**config.mk**
```make
export PLATFORM = sky130hd
export DESIGN_NAME = secpart_mpc
export DESIGN_NICKNAME = d
export VERILOG_FILES = /design/src/rtl/secpart_mpc_pkg.sv /design/src/rtl/mpc_lut.sv /design/src/rtl/mpc_gate.sv /design/src/rtl/mpc_regs.sv /design/src/rtl/secpart_mpc.sv
export SDC_FILE = /design/constraint.sdc
export NUM_CORES = 1
export LEC_CHECK = 0
export BUFFER_PORTS_ARGS = -buffer_cell sky130_fd_sc_hd__buf_2
export CAP_MARGIN = 5
export CORE_AREA = 2 2 184 186
export CTS_BUF_LIST = sky130_fd_sc_hd__clkbuf_4
export DETAILED_ROUTE_END_ITERATION = 6
export DIE_AREA = 0 0 186 188
export GPL_TIMING_DRIVEN = 0
export PLACE_DENSITY = 0.84
export SLEW_MARGIN = 10
export SYNTH_ARGS = -nofsm -noshare
export SYNTH_HDL_FRONTEND = slang
export SYNTH_SLANG_ARGS = --single-unit
```
**constraint.sdc**
```tcl
create_clock -name clk -period 5.9 [get_ports clk]
set_clock_uncertainty 0.05 [all_clocks]
set_input_delay 1.18 -clock clk [delete_from_list [all_inputs] [get_ports clk]]
set_output_delay 1.18 -clock clk [all_outputs]
set_load 0.005 [all_outputs]
```
**src/rtl/secpart_mpc_pkg.sv**
```systemverilog
package secpart_mpc_pkg;

    // Word indices (byte offset / 4) within the register window
    localparam logic [9:0] W_CTRL   = 10'h000;
    localparam logic [9:0] W_BMAX   = 10'h004;
    localparam logic [9:0] W_BCFG   = 10'h005;
    localparam logic [9:0] W_BIDX   = 10'h006;
    localparam logic [9:0] W_BLUT   = 10'h007;
    localparam logic [9:0] W_ISTAT  = 10'h008;
    localparam logic [9:0] W_ICLR   = 10'h009;
    localparam logic [9:0] W_IEN    = 10'h00A;
    localparam logic [9:0] W_INFO1  = 10'h00B;
    localparam logic [9:0] W_INFO2  = 10'h00C;
    localparam logic [9:0] W_ISET   = 10'h00D;
    localparam logic [9:0] W_ID0    = 10'h3F4;

    typedef enum logic [3:0] {
        RS_NONE, RS_CTRL, RS_BMAX, RS_BCFG, RS_BIDX, RS_BLUT, RS_ISTAT,
        RS_ICLR, RS_IEN, RS_INFO1, RS_INFO2, RS_ISET, RS_ID
    } reg_sel_e;

    typedef enum logic [1:0] {
        GT_IDLE, GT_WAIT_DN, GT_BLK_RSP
    } gate_st_e;

    typedef struct packed {
        logic        write;
        logic        secure;
        logic [9:0]  word;
        logic [3:0]  be;
        logic [31:0] wdata;
    } cfg_req_t;

    typedef struct packed {
        logic [31:0] addr;
        logic        secure;
        logic        write;
    } rej_info_t;

    function automatic reg_sel_e decode_word(input logic [9:0] w);
        case (w)
            W_CTRL:  return RS_CTRL;
            W_BMAX:  return RS_BMAX;
            W_BCFG:  return RS_BCFG;
            W_BIDX:  return RS_BIDX;
            W_BLUT:  return RS_BLUT;
            W_ISTAT: return RS_ISTAT;
            W_ICLR:  return RS_ICLR;
            W_IEN:   return RS_IEN;
            W_INFO1: return RS_INFO1;
            W_INFO2: return RS_INFO2;
            W_ISET:  return RS_ISET;
            default: return (w >= W_ID0) ? RS_ID : RS_NONE;
        endcase
    endfunction

    function automatic logic [7:0] id_byte(input logic [3:0] n);
        case (n)
            4'd0:  return 8'h04;
            4'd4:  return 8'h60;
            4'd5:  return 8'hB8;
            4'd6:  return 8'h1B;
            4'd8:  return 8'h0D;
            4'd9:  return 8'hF0;
            4'd10: return 8'h05;
            4'd11: return 8'hB1;
            default: return 8'h00;
        endcase
    endfunction

    function automatic logic [31:0] lane_mask(input logic [3:0] be);
        return {{8{be[3]}}, {8{be[2]}}, {8{be[1]}}, {8{be[0]}}};
    endfunction

    function automatic logic [31:0] merge_lanes(input logic [31:0] old,
                                                input logic [31:0] nw,
                                                input logic [3:0]  be);
        return (old & ~lane_mask(be)) | (nw & lane_mask(be));
    endfunction

endpackage

```
**src/rtl/mpc_lut.sv**
```systemverilog
module mpc_lut
    import secpart_mpc_pkg::*;
#(
    parameter int WORDS = 8,
    parameter int IDX_W = 3
) (
    input  logic             clk,
    input  logic             rst,
    input  logic             we,
    input  logic [IDX_W-1:0] widx,
    input  logic [31:0]      wdata,
    input  logic [3:0]       wbe,
    input  logic [IDX_W-1:0] ridx,
    output logic [31:0]      rdata,
    input  logic [IDX_W-1:0] lk_idx,
    input  logic [4:0]       lk_bit,
    output logic             lk_ns
);

    logic [31:0] tbl_q [WORDS];
    logic        widx_ok;
    logic        ridx_ok;

    assign widx_ok = (32'(widx) < WORDS);
    assign ridx_ok = (32'(ridx) < WORDS);

    always_ff @(posedge clk) begin
        if (rst) begin
            for (int w = 0; w < WORDS; w++) tbl_q[w] <= '0;
        end else if (we && widx_ok) begin
            tbl_q[widx] <= merge_lanes(tbl_q[widx], wdata, wbe);
        end
    end

    assign rdata = ridx_ok ? tbl_q[ridx] : '0;
    assign lk_ns = tbl_q[lk_idx][lk_bit];

endmodule

```
**src/rtl/mpc_gate.sv**
```systemverilog
module mpc_gate
    import secpart_mpc_pkg::*;
#(
    parameter int AW = 16,
    parameter int DW = 32
) (
    input  logic          clk,
    input  logic          rst,
    input  logic          up_valid,
    output logic          up_ready,
    input  logic          up_write,
    input  logic [AW-1:0] up_addr,
    input  logic [DW-1:0] up_wdata,
    input  logic          up_secure,
    input  logic          up_attr_valid,
    output logic          up_rvalid,
    output logic [DW-1:0] up_rdata,
    input  logic          lk_ns,
    output logic          dn_valid,
    input  logic          dn_ready,
    output logic          dn_write,
    output logic [AW-1:0] dn_addr,
    output logic [DW-1:0] dn_wdata,
    input  logic          dn_rvalid,
    input  logic [DW-1:0] dn_rdata,
    output logic          rej_valid,
    output rej_info_t     rej_info
);

    gate_st_e state_q;
    logic     eff_sec;
    logic     allow;
    logic     idle;
    logic     accept;

    assign eff_sec  = up_secure | ~up_attr_valid;
    assign allow    = (eff_sec != lk_ns);
    assign idle     = (state_q == GT_IDLE);

    assign dn_valid = up_valid & idle & allow;
    assign dn_write = up_write;
    assign dn_addr  = up_addr;
    assign dn_wdata = up_wdata;

    assign up_ready = idle & (allow ? dn_ready : 1'b1);
    assign accept   = up_valid & up_ready;

    always_ff @(posedge clk) begin
        if (rst) begin
            state_q <= GT_IDLE;
        end else begin
            case (state_q)
                GT_IDLE:    if (accept && !up_write)
                                state_q <= allow ? GT_WAIT_DN : GT_BLK_RSP;
                GT_WAIT_DN: if (dn_rvalid) state_q <= GT_IDLE;
                default:    state_q <= GT_IDLE;
            endcase
        end
    end

    assign up_rvalid = ((state_q == GT_WAIT_DN) & dn_rvalid) | (state_q == GT_BLK_RSP);
    assign up_rdata  = (state_q == GT_WAIT_DN) ? dn_rdata : '0;

    assign rej_valid       = accept & ~allow;
    assign rej_info.addr   = 32'(up_addr);
    assign rej_info.secure = eff_sec;
    assign rej_info.write  = up_write;

    // a rejected read answers with zero data in the next cycle
    a_r3_blocked_read_zero: assert property (@(posedge clk) disable iff (rst)
        (accept && !allow && !up_write) |=> (up_rvalid && up_rdata == '0));

    // an accepted passing read is waiting on the memory in the next cycle
    a_r2_pass_read_waits: assert property (@(posedge clk) disable iff (rst)
        (accept && allow && !up_write) |=> (state_q == GT_WAIT_DN));

endmodule

```
**src/rtl/mpc_regs.sv**
```systemverilog
module mpc_regs
    import secpart_mpc_pkg::*;
#(
    parameter int WORDS    = 8,
    parameter int IDX_W    = 3,
    parameter int BLK_LOG2 = 8
) (
    input  logic             clk,
    input  logic             rst,
    input  logic             req_fire,
    input  cfg_req_t         req,
    output logic             rsp_valid,
    output logic [31:0]      rsp_data,
    output logic             lut_we,
    output logic [IDX_W-1:0] lut_idx,
    output logic [31:0]      lut_wdata,
    output logic [3:0]       lut_be,
    input  logic [31:0]      lut_rdata,
    input  logic             rej_valid,
    input  rej_info_t        rej_info,
    output logic             irq
);

    reg_sel_e         sel;
    logic             priv;
    logic             swr;
    logic             clr_hit;
    logic             set_hit;
    logic [31:0]      ctrl_q;
    logic [IDX_W-1:0] idx_q;
    logic             ien_q;
    logic             stat_q;
    rej_info_t        info_q;
    logic [31:0]      rd_word;
    logic [31:0]      idx_merged;

    assign sel     = decode_word(req.word);
    assign priv    = req.secure | (sel == RS_ID);
    assign swr     = req_fire & req.write & req.secure;
    assign clr_hit = swr & (sel == RS_ICLR) & req.be[0] & req.wdata[0];
    assign set_hit = swr & (sel == RS_ISET) & req.be[0] & req.wdata[0];

    assign idx_merged = merge_lanes(32'(idx_q), req.wdata, req.be);

    assign lut_we    = swr & (sel == RS_BLUT);
    assign lut_idx   = idx_q;
    assign lut_wdata = req.wdata;
    assign lut_be    = req.be;

    always_ff @(posedge clk) begin
        if (rst) begin
            ctrl_q <= '0;
            idx_q  <= '0;
            ien_q  <= 1'b0;
        end else if (swr) begin
            if (sel == RS_CTRL) ctrl_q <= merge_lanes(ctrl_q, req.wdata, req.be);
            if (sel == RS_BIDX) idx_q  <= idx_merged[IDX_W-1:0];
            if (sel == RS_IEN && req.be[0]) ien_q <= req.wdata[0];
        end
    end

    always_ff @(posedge clk) begin
        if (rst) begin
            stat_q <= 1'b0;
            info_q <= '0;
        end else begin
            if (rej_valid || set_hit) stat_q <= 1'b1;
            else if (clr_hit)         stat_q <= 1'b0;
            if (rej_valid && !stat_q) info_q <= rej_info;
        end
    end

    always_comb begin
        case (sel)
            RS_CTRL:  rd_word = ctrl_q;
            RS_BMAX:  rd_word = 32'(WORDS);
            RS_BCFG:  rd_word = 32'(BLK_LOG2 - 5);
            RS_BIDX:  rd_word = 32'(idx_q);
            RS_BLUT:  rd_word = lut_rdata;
            RS_ISTAT: rd_word = {31'b0, stat_q};
            RS_IEN:   rd_word = {31'b0, ien_q};
            RS_INFO1: rd_word = info_q.addr;
            RS_INFO2: rd_word = {30'b0, info_q.secure, info_q.write};
            RS_ID:    rd_word = {24'b0, id_byte(4'(req.word - W_ID0))};
            default:  rd_word = '0;
        endcase
        if (!priv) rd_word = '0;
        rd_word = rd_word & lane_mask(req.be);
    end

    always_ff @(posedge clk) begin
        if (rst) begin
            rsp_valid <= 1'b0;
            rsp_data  <= '0;
        end else begin
            rsp_valid <= req_fire;
            rsp_data  <= (req_fire && !req.write) ? rd_word : '0;
        end
    end

    assign irq = stat_q & ien_q;

    // a non-secure write below the ID bank changes no register
    a_r6_ns_write_dropped: assert property (@(posedge clk) disable iff (rst)
        (req_fire && req.write && !req.secure && sel != RS_ID)
        |=> ($stable(ctrl_q) && $stable(idx_q) && $stable(ien_q)));

    // a rejection leaves the fault flag set, even against a clear
    a_r11_reject_latches: assert property (@(posedge clk) disable iff (rst)
        rej_valid |=> stat_q);

    // the first fault record is held while the flag stays uncleared
    a_r11_record_held: assert property (@(posedge clk) disable iff (rst)
        (stat_q && !clr_hit) |=> $stable(info_q));

    // every accepted request is answered in the next cycle
    a_r13_rsp_next: assert property (@(posedge clk) disable iff (rst)
        req_fire |=> rsp_valid);

endmodule

```
**src/rtl/secpart_mpc.sv**
```systemverilog
module secpart_mpc
    import secpart_mpc_pkg::*;
#(
    parameter int MEM_LOG2 = 16,
    parameter int BLK_LOG2 = 8,
    parameter int DW       = 32
) (
    input  logic                clk,
    input  logic                rst,
    input  logic                cfg_valid,
    output logic                cfg_ready,
    input  logic                cfg_write,
    input  logic [11:2]         cfg_addr,
    input  logic [3:0]          cfg_be,
    input  logic [31:0]         cfg_wdata,
    input  logic                cfg_secure,
    output logic                cfg_rsp_valid,
    output logic [31:0]         cfg_rdata,
    input  logic                up_valid,
    output logic                up_ready,
    input  logic                up_write,
    input  logic [MEM_LOG2-1:0] up_addr,
    input  logic [DW-1:0]       up_wdata,
    input  logic                up_secure,
    input  logic                up_attr_valid,
    output logic                up_rvalid,
    output logic [DW-1:0]       up_rdata,
    output logic                dn_valid,
    input  logic                dn_ready,
    output logic                dn_write,
    output logic [MEM_LOG2-1:0] dn_addr,
    output logic [DW-1:0]       dn_wdata,
    input  logic                dn_rvalid,
    input  logic [DW-1:0]       dn_rdata,
    output logic                irq
);

    localparam int BW     = MEM_LOG2 - BLK_LOG2;
    localparam int BLOCKS = 1 << BW;
    localparam int WORDS  = (BLOCKS + 31) / 32;
    localparam int IDX_W  = (WORDS > 1) ? $clog2(WORDS) : 1;

    cfg_req_t         req;
    logic             req_fire;
    logic [BW-1:0]    blk_num;
    logic [IDX_W-1:0] lk_idx;
    logic [4:0]       lk_bit;
    logic             lk_ns;
    logic             lut_we;
    logic [IDX_W-1:0] lut_idx;
    logic [31:0]      lut_wdata;
    logic [3:0]       lut_be;
    logic [31:0]      lut_rdata;
    logic             rej_valid;
    rej_info_t        rej_info;

    assign cfg_ready    = 1'b1;
    assign req_fire     = cfg_valid & cfg_ready;
    assign req.write    = cfg_write;
    assign req.secure   = cfg_secure;
    assign req.word     = cfg_addr;
    assign req.be       = cfg_be;
    assign req.wdata    = cfg_wdata;

    assign blk_num = up_addr[MEM_LOG2-1:BLK_LOG2];

    if (BW > 5) begin : g_multi_word
        assign lk_idx = blk_num[BW-1:5];
        assign lk_bit = blk_num[4:0];
    end else begin : g_single_word
        assign lk_idx = '0;
        assign lk_bit = 5'(blk_num);
    end

    mpc_lut #(.WORDS(WORDS), .IDX_W(IDX_W)) u_lut (
        .clk    (clk),
        .rst    (rst),
        .we     (lut_we),
        .widx   (lut_idx),
        .wdata  (lut_wdata),
        .wbe    (lut_be),
        .ridx   (lut_idx),
        .rdata  (lut_rdata),
        .lk_idx (lk_idx),
        .lk_bit (lk_bit),
        .lk_ns  (lk_ns)
    );

    mpc_gate #(.AW(MEM_LOG2), .DW(DW)) u_gate (
        .clk           (clk),
        .rst           (rst),
        .up_valid      (up_valid),
        .up_ready      (up_ready),
        .up_write      (up_write),
        .up_addr       (up_addr),
        .up_wdata      (up_wdata),
        .up_secure     (up_secure),
        .up_attr_valid (up_attr_valid),
        .up_rvalid     (up_rvalid),
        .up_rdata      (up_rdata),
        .lk_ns         (lk_ns),
        .dn_valid      (dn_valid),
        .dn_ready      (dn_ready),
        .dn_write      (dn_write),
        .dn_addr       (dn_addr),
        .dn_wdata      (dn_wdata),
        .dn_rvalid     (dn_rvalid),
        .dn_rdata      (dn_rdata),
        .rej_valid     (rej_valid),
        .rej_info      (rej_info)
    );

    mpc_regs #(.WORDS(WORDS), .IDX_W(IDX_W), .BLK_LOG2(BLK_LOG2)) u_regs (
        .clk       (clk),
        .rst       (rst),
        .req_fire  (req_fire),
        .req       (req),
        .rsp_valid (cfg_rsp_valid),
        .rsp_data  (cfg_rdata),
        .lut_we    (lut_we),
        .lut_idx   (lut_idx),
        .lut_wdata (lut_wdata),
        .lut_be    (lut_be),
        .lut_rdata (lut_rdata),
        .rej_valid (rej_valid),
        .rej_info  (rej_info),
        .irq       (irq)
    );

endmodule

```
Word level (Yosys, flattened, before mapping). Memory sizes are Yosys's and may differ from the RTL's. A register that Yosys moved wholly into a read port is not among the register bits. Cells that the tools add are included.

Input port bits: 137. Memories: 2. ROM bits: 128. Flip-flop bits (word level): 90. Memory bits (writable): 256. Output and inout bits: 119.

Magnitude comparators: 2. Mux-type cells: 24. Reductions and logical operators: 17. Bitwise logic cells: 31. Equal/unequal tests: 27. $add $sub $neg: 1.

Memories: u_lut.tbl_q (words 8, bits a word 32, rd ports 2, clocked after Yosys merged registers in 1, wr ports 8, RTL line mpc_lut.sv:20) `logic [31:0] tbl_q [WORDS];`; (no name shown) (words 16, bits a word 8, rd ports 1, clocked after Yosys merged registers in 0, wr ports 0, RTL line secpart_mpc_pkg.sv:58) `case (n)`.

Operators with widths (count): one-hot mux 32 bit (10 select lines) (1); AND 32 bit (4); 2-to-1 mux 32 bit (3); OR 32 bit (2); == test 10 x 4 -> 1 bit, second input constant (6); one-hot mux 4 bit (11 select lines) (1); == test 10 x 3 -> 1 bit, second input constant (4); NOT 32 bit (1); OR reduction 32 bit (1); == test 4 bit, second input constant (5); AND 1 bit (16); == test 4 x 3 -> 1 bit, second input constant (4); greater-or-equal comparator 10 bit, second input constant (1); logical NOT 10 bit (1); 2-to-1 mux 1 bit (10); 2-to-1 mux 3 bit (3); == test 4 x 2 -> 1 bit, second input constant (2); AND reduction 2 bit (4); less-than comparator 5 x 6 -> 1 bit, second input constant (1); 2-to-1 mux 2 bit (3); binary-select mux 1 bit (select 5 bit) (1); == test 4 x 1 -> 1 bit, second input constant (1); logical AND 1 bit (4); 2-to-1 mux 4 bit (1); other kinds (15) (22).

Logic depth before layout (Yosys ltp). Gate-level depths: netlist of the first run.

Word-level depth: 10. Mapped depth: 13.

Modules after synthesis. From an unflattened synthesis of the first run, not the netlist that was laid out.

Cells, all modules: 1753. Area, all modules: 20787.4 µm².

By module, submodules not included: mpc_lut (cells an instance 1086, instances 1, sequential area each 7687.4 µm², area each 15169.5 µm²); mpc_regs (cells an instance 528, instances 1, sequential area each 2082.0 µm², area each 4619.4 µm²); mpc_gate (cells an instance 137, instances 1, sequential area each 40.0 µm², area each 987.2 µm²); secpart_mpc (cells an instance 2, instances 1, sequential area each 0.0 µm², area each 11.3 µm²).

Worst setup path after synthesis of the first run. No wires, ideal clock.

Path type: input-to-output. Start: in up_addr[13]. End: out up_ready. Required time: 4.670 ns. Stages on the path: 9. Buffers on the path: 1. Arrival time: 3.296 ns. Slack: 1.374 ns. Cell sequence: buf_6 > mux4_2 > a211oi_1 > a211oi_1 > or3_1 > o2bb2ai_2 > a22oi_1 > and2_1 > a21boi_0.

Word-level cells in the longest chain between the ends: 6.

RTL lines: start, declared (RTL line secpart_mpc.sv:22) `input logic [MEM_LOG2-1:0] up_addr,`; memory read (8 x 32 bit); binary-select mux 1 bit (select 5 bit) (RTL line mpc_lut.sv:36) `assign lk_ns = tbl_q[lk_idx][lk_bit];`; 2-to-1 mux 1 bit (implied by the code) (RTL line mpc_lut.sv:36); inequality test 1 bit (RTL line mpc_gate.sv:37) `assign allow = (eff_sec != lk_ns);`; 2-to-1 mux 1 bit (RTL line mpc_gate.sv:45) `assign up_ready = idle & (allow ? dn_ready : 1'b1);`; AND 1 bit (RTL line mpc_gate.sv:45); end, declared (RTL line secpart_mpc.sv:20) `output logic up_ready,`.

Every way passes these cells. The select of a mux whose other input is x is not followed.

Worst setup path after layout of the first run.
Start: in up_addr[8]. End: out up_ready.

Word-level cells in the longest chain between the ends: 5.

RTL lines (RTL line): binary-select mux 1 bit (select 5 bit) (mpc_lut.sv:36); 2-to-1 mux 1 bit (implied by the code) (mpc_lut.sv:36); inequality test 1 bit (mpc_gate.sv:37); 2-to-1 mux 1 bit (mpc_gate.sv:45); AND 1 bit (mpc_gate.sv:45).

Every way passes these cells. The select of a mux whose other input is x is not followed.

==> flow_metrics.env, run 1 <==
export IMPL_cts_hold_fix_buffers=0
export IMPL_worstSetupPathType="in -> out"
export IMPL_synth_seq_area_share_pct=52.53
export IMPL_numCtsBuffers=90
export IMPL_fin_tns_setup_ns=0
export IMPL_p_seq_share_pct=49.6
export IMPL_row_count=67
export IMPL_worstPathMaxFanout=10
export IMPL_fillers=2445
export IMPL_synth_top_area_share_pct=42.29
export IMPL_syn_area_per_cell_um2=12.57
export IMPL_clock_sinks=349
export IMPL_critical_path_endpoint_type="output port"
export IMPL_leakagePower_nw=8.302
export IMPL_worst_slack_ns=0.1157
export IMPL_finalHoldViolations=0
export IMPL_grt_pass1_vias=14310
export IMPL_pwr_share_comb_pct=9.8
export IMPL_cts_htree_levels=3
export IMPL_place_congestion=0.9246
export IMPL_vias=14410
export IMPL_ys_types=76
export IMPL_drt_wl_total_um=55770
export IMPL_via_per_inst=6.302
export IMPL_status="finished, final reports clean"
export IMPL_switchingPower_mw=1.410
export IMPL_cts_tree="done"
export IMPL_sw_frac_of_total_pct=25.49
export IMPL_drv_slew=0
export IMPL_die_x_um=186
export IMPL_yosys_top_cells_count="329 x nor2_1, 256 x edfxtp_1, 116 x mux4_2"
export IMPL_drive_gt1_share_pct=35.60
export IMPL_multi_input_area_mm2=0.007741
export IMPL_synth_area_leader_cell="edfxtp_1"
export IMPL_synth_edff_count=256
export IMPL_timing_hold_ws_ns=0.4195
export IMPL_synth_most_common_cell="nor2_1"
export IMPL_peakVddDrop_uv=179.7
export IMPL_critPathRequiredTime_ns=4.67
export IMPL_dp_cells=2118
export IMPL_routedWlPerCell_um=24.39
export IMPL_design_area_mm2=0.02130
export IMPL_ant_nets=0
export IMPL_stdcell_count=2286
export IMPL_grt_max_degree=25
export IMPL_netlist_area_mm2=0.01818
export IMPL_power_frac_clock_pct=40.6
export IMPL_synth_seq_cells=349
export IMPL_yosys_top_cells_area="edfxtp_1 42%, mux4_2 14%, dfxtp_1 10%"
export IMPL_post_route_util_pct=64.33
export IMPL_dr_pass1_iters=7
export IMPL_drtIter0Drc=1985
export IMPL_min_period_ns=5.784
export IMPL_cap_violations=0
export IMPL_netlist_instances=1446
export IMPL_clk_latency_ns=0.81
export IMPL_hold_path_class="reg -> reg"
export IMPL_layout_area_overhead_vs_synth_pct=17.17
export IMPL_grt_overflow=0
export IMPL_regArea_mm2=0.009549
export IMPL_dieArea_mm2=0.03497
export IMPL_io_pins=256
export IMPL_track_usage_pct=31.81
export IMPL_holdCritStartpoint="u_regs.info_q[14]$_SDFFE_PP0P_"
export IMPL_core_area_mm2=0.03311
export IMPL_postCtsSetupBuffers=0
export IMPL_syn_nets=1593
export IMPL_antenna_found_initial=3
export IMPL_fin_total_pwr_mw=5.532
export IMPL_critical_path_startpoint="up_addr[8]"
export IMPL_die_h_um=188
export IMPL_arrival_ns=4.55
export IMPL_synth_flop_cell="edfxtp_1"
export IMPL_async_flop_share_pct=0
export IMPL_startpoint_type="input pin"
export IMPL_worst_slew_pin_slew_ns=1.263
export IMPL_fin_nets=1911
export IMPL_cts_reportedPaths_clkPinSlew_ns=0.06
export IMPL_io_buffers=216
export IMPL_drc=0
export IMPL_power_internal_mw=4.122
export IMPL_cts_max_path_buffers=3
export IMPL_yosys_warnings=0
export IMPL_place_area_mm2=0.02004
export IMPL_relSlewSlack_pct=15.42
export IMPL_rsz0062_at_grt="no"
export IMPL_cts_root_buf="clkbuf_4"
export IMPL_place_hpwl_um=37760
export IMPL_grt_pass1_wl_um=81400
export IMPL_timing_fmax_mhz=172.9
export IMPL_power_density_mw_per_mm2=259.7
export IMPL_min_period_over_period_pct=98.04
export IMPL_pre_cts_slack_ns=0.4067
export IMPL_start_util_pct=54.90
export IMPL_setup_viol=0
-- final timing paths --
kind                                          end  slack (ns)  cells past startpoint
hold / removal     u_regs.info_q[14]$_SDFFE_PP0P_        0.42                      2
setup reg to reg  u_lut.tbl_q[5][5]$_SDFFCE_PN0P_        1.96                      6
setup / recovery                         up_ready        0.12                     11
hold reg to reg    u_regs.info_q[14]$_SDFFE_PP0P_        0.42                      2
-- critical path: stages --
cell	delay (ns)
buf_2	0.14
clkbuf_1	0.48
clkdlybuf4s15_1	0.79
o221ai_1	0.29
o221ai_1	0.25
o31ai_1	0.17
o22ai_2	0.42
a22oi_1	0.21
and2_1	0.27
a21boi_0	0.20
buf_2	0.14
-- layout make-up --
cell class / count / share of cell area, %
clock inverters: 23 / 0.7813
multi-input cells: 940 / 36.34
diodes: 1 / 0.01175
well taps: 448 / 2.632
plain buffers: 143 / 4.053
inverters: 14 / 0.2467
clock buffers: 142 / 5.005
flip-flops and latches: 349 / 44.83
repair buffers: 226 / 6.097
-- what timing repair did --
| item | 4_1_cts | 5_1_grt |
|---|---|---|
| gates resized for setup | 0 | 2 |
| setup endpoints to repair | 0 | 1 |
| hold endpoints to repair | 0 | 0 |
-- power groups by stage --
stage | registers, mW | logic (mW) | clock network [mW]
6_report | 2.74 | 0.543 | 2.25
5_1_grt | 2.75 | 0.572 | 2.36
4_1_cts | 2.74 | 0.530 | 2.24
3_5_place_dp | 2.79 | 0.526 | 0
3_3_place_gp | 2.79 | 0.498 | 0
2_1_floorplan | 2.78 | 0.328 | 0
-- per-layer routing --
layer,vias up,share of wire [%],track usage [%]
li1,6016,-,-
met1,6809,33,39.09
met2,1266,46,49.83
met3,309,15,10.25
met4,6,5.9,17.44
met5,-,0.068,0
-- placed cells by master (no fill, tap or decap), drive strengths merged, types with 3 or more instances in the layout --
master / instances
ha: 10
dfxtp: 93
mux2i: 114
buf: 329
nor2b: 11
mux2: 37
a211oi: 12
a21oi: 18
o221ai: 9
a22oi: 38
or2: 5
and3: 5
inv: 16
nor3: 9
nand2b: 48
o31ai: 3
nor4: 3
nand3: 14
clkinv: 17
nor2: 331
nand2: 45
a2111oi: 4
and2: 42
clkbuf: 181
mux4: 116
a311oi: 3
edfxtp: 256
o21ai: 19
o22ai: 6
-- cell families (layout without fill, tap and decap cells) --
group | after synthesis | count (layout) | share of synthesized area [%]
simple gates | 525 | 525 | 13.13
flops | 349 | 349 | 52.53
mux | 267 | 267 | 22.94
buf+inv | 157 | 548 | 5.004
compound gates | 136 | 136 | 5.637
fa+ha+maj | 10 | 10 | 0.6883
other cells | 1 | 2 | 0.02063
xor+xnor | 1 | 1 | 0.04819
Power figures use the tool's default switching activity.
==> run 2, diff against run 1 <==
CORE_AREA = 2 2 187 189   (was 2 2 184 186)
DIE_AREA = 0 0 189 191   (was 0 0 186 188)
PLACE_DENSITY = 0.85   (was 0.84)
RECOVER_POWER = 50   (was unset)
clock period = 4.65 ns   (was 5.9 ns; I/O delays follow)
==> run 2 against run 1 <==
The run now ends with negative setup slack left. First-iteration DRC count fell by 0.10%. Die area rose by 3.2%. Total power rose by 27%. Cell count barely moved. Wire length rose by 1.3%.
==> flow_metrics.env, run 2 (synthesis results as in run 1) <==
export IMPL_status="finished, violations left"
export IMPL_failed_checks="negative setup slack"
export IMPL_holdCritStartpoint="cfg_wdata[29]"
export IMPL_critical_path_endpoint_type="output port"
export IMPL_sw_frac_of_total_pct=25.27
export IMPL_clk_latency_ns=0.81
export IMPL_drv_slew=0
export IMPL_peakVddDrop_uv=223.7
export IMPL_numCtsBuffers=90
export IMPL_worst_slew_pin_slew_ns=1.251
export IMPL_timing_hold_ws_ns=0.3301
export IMPL_cts_htree_levels=3
export IMPL_antenna_found_initial=2
export IMPL_row_count=68
export IMPL_power_density_mw_per_mm2=328.7
export IMPL_ant_nets=0
export IMPL_fin_total_pwr_mw=7.006
export IMPL_grt_pass1_vias=14320
export IMPL_core_area_mm2=0.03412
export IMPL_arrival_ns=3.69
export IMPL_finalHoldViolations=0
export IMPL_pwr_share_comb_pct=10.0
export IMPL_rrSetupSlack_ns=0.71
export IMPL_cts_tree="done"
export IMPL_drt_wl_total_um=56500
export IMPL_critPathRequiredTime_ns=3.67
export IMPL_cts_root_buf="clkbuf_4"
export IMPL_dieArea_mm2=0.03610
export IMPL_layout_common_cells="329 x nor2_1, 256 x edfxtp_1, 215 x buf_2"
export IMPL_layout_area_overhead_vs_synth_pct=17.23
export IMPL_via_per_inst=6.294
export IMPL_min_path_cells=3
export IMPL_hold_path_class="in -> reg"
export IMPL_grt_overflow=0
export IMPL_drtIter0Drc=1983
export IMPL_drc=0
export IMPL_rr_endpoint="u_lut.tbl_q[2][5]$_SDFFCE_PN0P_"
export IMPL_worstPathMaxFanout=10
export IMPL_pre_cts_slack_ns=-0.4043
export IMPL_startpoint_type="input pin"
export IMPL_fin_nets=1909
export IMPL_power_frac_clock_pct=40.3
export IMPL_cts_reportedPaths_clkPinSlew_ns=0.06
export IMPL_power_internal_mw=5.235
export IMPL_relSlewSlack_pct=16.57
export IMPL_ff2ff_path_depth=6
export IMPL_dr_pass1_iters=7
export IMPL_drive_gt1_share_pct=34.46
export IMPL_clock_sinks=349
export IMPL_place_hpwl_um=38540
export IMPL_cts_hold_fix_buffers=0
export IMPL_setup_viol=1
export IMPL_grt_max_degree=27
export IMPL_cts_max_path_buffers=3
export IMPL_track_usage_pct=31.04
export IMPL_grt_pass1_wl_um=82740
export IMPL_timing_fmax_mhz=214.0
export IMPL_start_util_pct=53.28
export IMPL_io_buffers=216
export IMPL_die_h_um=191
export IMPL_worstSetupPathType="in -> out"
export IMPL_die_x_um=189
export IMPL_min_period_over_period_pct=100.5
export IMPL_postCtsSetupBuffers=0
export IMPL_vias=14380
export IMPL_cap_violations=0
export IMPL_min_period_ns=4.674
export IMPL_p_seq_share_pct=49.7
export IMPL_place_congestion=0.9240
export IMPL_io_pins=256
export IMPL_routedWlPerCell_um=24.74
export IMPL_fillers=2596
export IMPL_worst_slack_ns=-0.02400
export IMPL_leakagePower_nw=8.187
export IMPL_switchingPower_mw=1.770
export IMPL_mostFrequentLayoutCell="nor2_1"
run 2: cell count changes in the layout (fill, tap and decap cells not counted), moves of 3 or more:
cell      before  now
and2_0         0    4
and2_1        42   37
buf_2        248  215
buf_4         52   22
clkbuf_1      38   63
clkbuf_2       1    4
clkbuf_4     142  165
clkinv_1      12   15
clkinv_2       4    7
run 2: worst max-delay path by stage:
stage	from	to	slack, ns	depth (start not counted)
3_3_place_gp	cfg_addr[6]	u_lut.tbl_q[2][19]$_SDFFCE_PN0P_	-0.86	10
3_5_place_dp	up_addr[8]	dn_valid	-0.40	11
4_1_cts	up_addr[13]	dn_valid	0.03	13
6_report	up_addr[11]	up_ready	-0.02	10
2_1_floorplan	cfg_addr[6]	u_lut.tbl_q[1][0]$_SDFFCE_PN0P_	0.55	9
5_1_grt	up_addr[13]	up_ready	-0.06	12
run 2: area by class of cell:
cell class	instances	area, um^2	area share [%]
multi-input cells	940	7825	36.72
plain buffers	143	882.1	4.139
flip-flops and latches	349	9549	44.81
diodes	1	2.502	0.01174
clock buffers	130	975.9	4.580
well taps	455	569.3	2.671
clock inverters	28	229.0	1.074
repair buffers	224	1225	5.748
inverters	14	52.55	0.2466
run 2: metrics by stage:
| step | instances | utilization, % | setup TNS, ns | instance area, um^2 |
|---|---|---|---|---|
| global route | 2284 | 62.46 | -0.05805 | 21310 |
| CTS | 2283 | 62.30 | 0 | 21250 |
| finish | 2284 | 62.46 | -0.02400 | 21310 |
| floorplan | 1446 | - | 0 | 18180 |
| detailed placement | 2125 | 58.71 | -3.591 | 20030 |
| global placement | 2117 | 58.12 | -198.88 | 19830 |
run 2: critical path: stages:
cell       delay (ns)
clkbuf_2         0.38
and2_1           0.51
o31ai_1          0.14
a211oi_1         0.46
or3_1            0.29
o2bb2ai_4        0.11
a211o_1          0.30
and2_2           0.25
a21boi_0         0.17
buf_2            0.13
run 2: timing repair:
item	4_1_cts	5_1_grt
setup endpoints to repair	2	2
resized for setup	8	26
pin swaps	0	4
cloned	0	0
run 2: metal layers:
| layer | wire length (um) | part of all wire, % | track usage (%) |
|---|---|---|---|
| met1 | 18550 | 33 | 36.66 |
| met3 | 8262 | 15 | 9.161 |
| met5 | 0 | 0 | 0 |
| met4 | 3422 | 6.1 | 18.18 |
| met2 | 26260 | 46 | 50.66 |
run 2: power groups by stage:
stage | Combinational, mW | Clock (mW) | Sequential, mW
finish | 0.699 | 2.82 | 3.48
global route | 0.734 | 2.97 | 3.49
CTS | 0.672 | 2.82 | 3.48
detailed placement | 0.666 | 0 | 3.55
global placement | 0.633 | 0 | 3.54
floorplan | 0.416 | 0 | 3.53
